`src/rtl/iso_t0_pkg.sv`:
```
package iso_t0_pkg;

  // Outcome of the per-character decision
  typedef struct packed {
    logic nack;       // request an error pulse on the line
    logic bump;       // increment the successive-error count
    logic hit_limit;  // limit reached: raise the sticky flag
    logic zero;       // good character: restart the count
  } verdict_t;

endpackage

```
`src/rtl/iso_t0_err_policy.sv`:
```
module iso_t0_err_policy
  import iso_t0_pkg::*;
#(
  parameter int ITER_W = 3
) (
  input  logic              clk,
  input  logic              rst_n,
  input  logic              t0_en,
  input  logic              succ_en,
  input  logic              nack_inhibit,
  input  logic [ITER_W-1:0] max_iter,
  input  logic              char_done,
  input  logic              par_err,
  input  logic              flag_clr,
  output logic              nack_req,
  output logic [ITER_W-1:0] err_count,
  output logic              iter_flag
);

  localparam logic [ITER_W-1:0] CNT_ONE = ITER_W'(1);

  verdict_t          vd;
  logic [ITER_W-1:0] cnt_q, cnt_d;
  logic              flag_q, flag_d;

  // Decision, using configuration as seen at the character strobe
  always_comb begin
    vd = '0;
    if (char_done && t0_en) begin
      if (!par_err) begin
        vd.zero = 1'b1;
      end else if (!nack_inhibit) begin
        if (!succ_en) begin
          vd.nack = 1'b1;
        end else if (cnt_q < max_iter) begin
          vd.nack = 1'b1;
          vd.bump = 1'b1;
        end else begin
          vd.hit_limit = 1'b1;
        end
      end
    end
  end

  // Next state of the count and the flag
  always_comb begin
    cnt_d  = cnt_q;
    flag_d = flag_q;
    if (flag_clr) begin
      cnt_d  = '0;
      flag_d = 1'b0;
    end else begin
      if (vd.zero)      cnt_d  = '0;
      if (vd.bump)      cnt_d  = cnt_q + CNT_ONE;
      if (vd.hit_limit) flag_d = 1'b1;
    end
  end

  always_ff @(posedge clk or negedge rst_n) begin
    if (!rst_n) begin
      cnt_q  <= '0;
      flag_q <= 1'b0;
    end else begin
      cnt_q  <= cnt_d;
      flag_q <= flag_d;
    end
  end

  assign nack_req  = vd.nack;
  assign err_count = cnt_q;
  assign iter_flag = flag_q;

endmodule

```
`src/rtl/iso_t0_nack_drv.sv`:
```
module iso_t0_nack_drv (
  input  logic clk,
  input  logic rst_n,
  input  logic nack_req,
  input  logic bit_tick,
  output logic pull_dn
);

  logic pend_q, pend_d;
  logic pull_q, pull_d;

  // A request waits for the next tick, then the line is held for one etu
  always_comb begin
    pend_d = pend_q;
    pull_d = pull_q;
    if (bit_tick) begin
      if (pull_q) begin
        pull_d = 1'b0;
      end else if (pend_q) begin
        pull_d = 1'b1;
        pend_d = 1'b0;
      end
    end
    if (nack_req) pend_d = 1'b1;
  end

  always_ff @(posedge clk or negedge rst_n) begin
    if (!rst_n) begin
      pend_q <= 1'b0;
      pull_q <= 1'b0;
    end else begin
      pend_q <= pend_d;
      pull_q <= pull_d;
    end
  end

  assign pull_dn = pull_q;

endmodule

```
`src/rtl/iso_t0_err_signaler.sv`:
```
module iso_t0_err_signaler #(
  parameter int ITER_W = 3
) (
  input  logic              clk,
  input  logic              rst_n,
  input  logic              t0_en,
  input  logic              succ_en,
  input  logic              nack_inhibit,
  input  logic [ITER_W-1:0] max_iter,
  input  logic              char_done,
  input  logic              par_err,
  input  logic              bit_tick,
  input  logic              flag_clr,
  output logic              io_pull_dn,
  output logic              iter_flag,
  output logic [ITER_W-1:0] err_count
);

  logic nack_req;

  iso_t0_err_policy #(.ITER_W(ITER_W)) policy_i (
    .clk          (clk),
    .rst_n        (rst_n),
    .t0_en        (t0_en),
    .succ_en      (succ_en),
    .nack_inhibit (nack_inhibit),
    .max_iter     (max_iter),
    .char_done    (char_done),
    .par_err      (par_err),
    .flag_clr     (flag_clr),
    .nack_req     (nack_req),
    .err_count    (err_count),
    .iter_flag    (iter_flag)
  );

  iso_t0_nack_drv drv_i (
    .clk      (clk),
    .rst_n    (rst_n),
    .nack_req (nack_req),
    .bit_tick (bit_tick),
    .pull_dn  (io_pull_dn)
  );

endmodule

```
`config.mk`:
```
export PLATFORM = sky130hd
export DESIGN_NAME = iso_t0_err_signaler
export DESIGN_NICKNAME = d
export VERILOG_FILES = /design/src/rtl/iso_t0_pkg.sv /design/src/rtl/iso_t0_err_policy.sv /design/src/rtl/iso_t0_nack_drv.sv /design/src/rtl/iso_t0_err_signaler.sv
export SDC_FILE = /design/constraint.sdc
export NUM_CORES = 1
export LEC_CHECK = 0
export BUFFER_PORTS_ARGS = -buffer_cell sky130_fd_sc_hd__clkbuf_2
export CELL_PAD_IN_SITES_DETAIL_PLACEMENT = 1
export CELL_PAD_IN_SITES_GLOBAL_PLACEMENT = 1
export CORE_AREA = 2 2 39 41
export DETAILED_ROUTE_END_ITERATION = 8
export DIE_AREA = 0 0 41 43
export GPL_ROUTABILITY_DRIVEN = 0
export PLACE_DENSITY = 0.64
export SLEW_MARGIN = 0
export SYNTH_ARGS = -nofsm -noshare
export SYNTH_HDL_FRONTEND = slang
export SYNTH_HIERARCHICAL = 1
export SYNTH_SLANG_ARGS = --single-unit
```
`constraint.sdc`:
```
create_clock -name clk -period 2.8 [get_ports clk]
set_input_delay 0.42 -clock clk [delete_from_list [all_inputs] [get_ports clk]]
set_output_delay 0.42 -clock clk [all_outputs]
set_load 0.05 [all_outputs]
```
== Word level (Yosys, flattened, before mapping) ==
Index checks and enable logic that the tools add are counted.

* Flip-flop bits (word level): 6
* Bits in latches: 0
* Memory bits (writable): 0
* Bits in read-only memories: 0
* Input bits: 12
* Output and inout bits: 5
* Memories kept: 0

* Add/subtract/negate cells: 1
* $mul: 0
* Div/mod/pow operators: 0
* Order comparisons: 1
* Equal/unequal tests: 1
* Shift operators: 0
* Muxes and demuxes: 18
* Bitwise gates (word level): 0
* Reductions and logical operators: 5

{| class="wikitable"
|+ Operator list
! kind !! number
|-
| 3-bit two-way mux || 5
|-
| 1-bit two-way mux || 10
|-
| 2-bit two-way mux || 2
|-
| 4-bit two-way mux || 1
|-
| 2-bit nonzero test || 2
|-
| 3-bit by 1-bit adder with 3-bit output, second input constant || 1
|-
| 3-bit < comparator || 1
|-
| 3-bit nonzero test || 1
|-
| 2-bit != test, second input constant || 1
|-
| 2-bit AND reduction || 1
|-
| 1-bit logical AND || 1
|}

== Longest topological paths before layout ==
* Word-level depth: 9
* Mapped depth: 6

== Hierarchy ==
Netlist, hierarchy kept.

{| class="wikitable"
|+ By module, submodules not included
! module !! instances !! cells each !! area an instance (µm²) !! sequential area each (µm²)
|-
| iso_t0_err_policy || 1 || 29 || 292.8 || 100.1
|-
| iso_t0_nack_drv || 1 || 6 || 77.6 || 50.0
|}

== Worst setup path after synthesis ==
Ideal clock, no wire load.

* Path kind: register to register
* Start point: register policy_i.cnt_q[2], in the netlist policy_i/err_count[2]
* End point: register policy_i.cnt_q[0], in the netlist policy_i/err_count[0]
* Arrival: 1,738 ps
* Data required time: 2,675 ps
* Slack: 937 ps
* Stages on the path, launching flop included: 6
* Path buffers: 0
* Cell sequence: dfrtp_1 ha_1 a21oi_1 o2111ai_2 nor2b_4 mux2_4

* Longest elaborated chain between the ends: 8
* Elaborated cells on any way between the ends: 9

{| class="wikitable"
|+ Ends and longest elaborated chain
! item !! RTL line !! source
|-
| start, declared || iso_t0_err_policy.sv:23 || <nowiki>logic [ITER_W-1:0] cnt_q, cnt_d;</nowiki>
|-
| start signal, assigned || iso_t0_err_policy.sv:64 || <nowiki>cnt_q <= cnt_d;</nowiki>
|-
| 3-bit < comparator (*) || iso_t0_err_policy.sv:35 || <nowiki>end else if (cnt_q < max_iter) begin</nowiki>
|-
| 2-bit two-way mux (*) || iso_t0_err_policy.sv:35 ||
|-
| 2-bit two-way mux (*) || iso_t0_err_policy.sv:33 || <nowiki>if (!succ_en) begin</nowiki>
|-
| 3-bit two-way mux (*) || iso_t0_err_policy.sv:32 || <nowiki>end else if (!nack_inhibit) begin</nowiki>
|-
| 3-bit two-way mux (*) || iso_t0_err_policy.sv:30 || <nowiki>if (!par_err) begin</nowiki>
|-
| 4-bit two-way mux (*) || iso_t0_err_policy.sv:29 || <nowiki>if (char_done && t0_en) begin</nowiki>
|-
| 3-bit two-way mux || iso_t0_err_policy.sv:54 || <nowiki>if (vd.bump) cnt_d = cnt_q + CNT_ONE;</nowiki>
|-
| 3-bit two-way mux || iso_t0_err_policy.sv:49 || <nowiki>if (flag_clr) begin</nowiki>
|}

Every way passes the cells marked *; elsewhere a longest branch is shown, timed or not.
A chain may end at the register's enable or synchronous reset.

== Final worst setup path ==
Ends and elaborated chain as after synthesis.

==> impl_results.md <==
* Number of buffer and inverter stages on the critical path at 0
* Clock transition at path regs at 0.04 ns
* Result of the run: finished, final reports clean
* Synthesized flop and latch total at 6
* Floorplan die area at 1760 sq um
* GRT overflow at 0
* TritonCTS Sinks at 6
* Crit Path Category: reg2reg
* Detailed-route DRC error count at 0
* Worst Min Path Start: flag_clr
* Cell-by-cell listing of the critical path: ha_1, a21oi_1, o2111ai_2, nor2b_4, mux2_4
* Global-route wire length before repair at 1280 um
* Fmax achieved at 0.602 GHz
* Final WL at 769 um
* Largest net degree at the start of global routing at 7
* Syn-to-layout area delta at 35.8%
* Most common library cell in the layout ignoring fill and taps: clkbuf_2
* PD cells at 390 nW/um^2
* Number of max-cap violations at 0
* Via Count at 333
* Number of buffers between clock root and the deepest sink at 2
* Worst-path maximum fanout at 4
* Final number of max-transition violations at 0
* Unrepaired setup endpoints after global routing: false
* Setup-failing EPs final at 0
* Port Buf Inserts at 16
* Synthesized area per cell at 10.6 sq um
* Fin Clk Skew at 0.00325 ns
* Half-perimeter wire length after detailed placement at 694 um
* Count of warnings emitted by yosys at 6
* Post-detailed-route wirelength per cell at 10.8 um
* Master of the slowest instance on the critical path: dfrtp_1
* Worst Max-Slew Pin Slew at 0.286 ns
* Syn Nets at 50
* Count of nets after finishing at 72
* Area contributors post-synth: dfrtp_1, ha_1, mux2_4
* DR vias/cell at 4.69
* Number of instances resized during post-cts repair at 0
* Worst Hold Slack at 0.389 ns
* GR Util All Layers at 0.104
* Post-Synthesis Cells at 35
* Shortest clock period the worst path allows after layout at 1.66 ns
* Leakage power at 0.000289 uW
* Number of violations reported at the end of detailed-routing iteration 0 at 2
* Post-synthesis cell type count at 21
* Post-synthesis instance area at 370 sq um
* HP Class: in2reg
* Aggregate negative setup slack at 0 ns
* Crit. Startpoint: policy_i/err_count[2]
* Top-area cell type share of the netlist area at 0.405
* Number of top-level pins at 17
* Area of the core at 1380 sq um
* Type of destination of the critical path: register
* Slew Limit Headroom at 0.809
* CTS tree: built
* Fraction of layout cells with a size suffix above 1 at 0.400
* Inserted Diodes at 0
* Total clock buffers created by CTS at 3
* Clock latency at the later pin of the worst-skew pair at 0.23 ns
* Number of antenna violations at the first check in global routing at 0
* Arrival time at the worst endpoint at 1.78 ns
* Placement Rows at 14
* Cell class contributing the biggest share of worst-path delay: flip-flops
* Proportion of synthesized chip area in sequential cells at 0.405
* Fin. Hold Viols at 0
* Antenna viol nets, final at 0
* Worst reg2reg path startpoint: policy_i/err_count[2]
* Vias in the first global route at 333
* Largest stage delay on the critical path at 0.42 ns
* Crit start category: register
* H-Tree Depth at 1
* Cell type with the largest total area after synthesis: dfrtp_1
* WP data required at 2.91 ns
* Effective utilization at floorplan at 0.268
* Chip width at 41 um
* Most used cells in the layout excluding fill and tap cells: clkbuf_2, dfrtp_1
* 1st-pass router iterations at 2
* Height of the chip at 43 um
* Final period util at 0.594
* Clk root buf: clkbuf_4
* Buffers inserted by post-CTS timing repair at 0
* Peak supply drop at 0.000123 V
metal layers:
metal | track usage | share of wire | wire length [um]
met5 | 0 | 0 | 0
met4 | 0.0600 | 0 | 0
met3 | 0.00524 | 0.066 | 51
met2 | 0.159 | 0.51 | 391
met1 | 0.139 | 0.42 | 326
stage by stage:
| step | instances | util | total power, uW | cell area (sq um) | setup slack (ns) |
|---|---|---|---|---|---|
| final | 71 | 0.363 | 196 | 503 | 1.14 |
| after global routing | 71 | 0.363 | 210 | 503 | 1.07 |
| after CTS | 71 | 0.363 | 201 | 503 | 1.12 |
| after global placement | 67 | 0.340 | 123 | 470 | 1.07 |
| after detailed placement | 67 | 0.340 | 123 | 470 | 1.01 |
| after floorplan | 35 | - | 109 | 370 | 0.937 |
cell type report:
cell class              instances  area [sq um]
repair buffers                 17          90.1
multi-input cells              26           209
flip-flops and latches          6           150
well taps                      16          20.0
clock buffers                   3          22.5
inverters                       3          11.3
fillers                       171           881
what timing repair did:
| item | 4_1_cts | 5_1_grt |
|---|---|---|
| endpoints found under the setup margin | 0 | 0 |
| endpoints found under the hold margin | 3 | 0 |
| hold buffers | 1 | 0 |
registers in the layout, summed over array words and instances, names as in the netlist:
signal	count
policy_i/err_count	3
drv_i/pend_q	1
drv_i/pull_dn	1
policy_i/iter_flag	1
final timing paths:
check                                        end  slack [ns]  depth (start not counted)
setup / recovery           policy_i/err_count[0]        1.14                          5
hold / removal                policy_i/iter_flag        0.39                          2
setup reg to reg           policy_i/err_count[0]        1.14                          5
hold reg to reg                     drv_i/pend_q        0.48                          1
max in group asynchronous  policy_i/err_count[2]        2.11                          2
min in group asynchronous     policy_i/iter_flag        0.54                          2
where the power goes:
part           internal [uW]  switching, uW  total (uW)
sequential              89.7           1.94        91.6
combinational           14.1           17.2        31.3
clock                   48.1           25.2        73.3
total                    152           44.3         196
cells by family (layout without fill, tap and decap cells):
group	after synthesis	count (layout)	synth area share
adders and majority gates	3	3	0.101
AOI/OAI and AO/OA	9	9	0.182
muxes	2	2	0.0676
DFF	6	6	0.405
and+or+nand+nor	11	11	0.189
xor gates and xnor gates	1	1	0.0237
buffers and inverters	3	23	0.0304
cells in the mapped netlist, drive strengths merged:
cell type	instances
dfrtp	6
ha	3
inv	3
nand2	3
nand2b	2
nor2	2
nor2b	2
o21ai	2
a21boi	1
a21o	1
a21oi	1
a22o	1
a31oi	1
and4b	1
mux2	1
mux2i	1
o2111ai	1
o21bai	1
or3b	1
xor2	1
worst reg2reg max path, stage by stage, from the launching register on:
cell and delay, ns:
dfrtp_1 0.42, ha_1 0.31, a21oi_1 0.22, o2111ai_2 0.18, nor2b_4 0.17, mux2_4 0.25
Note: power is estimated with default switching activity, not from simulation.
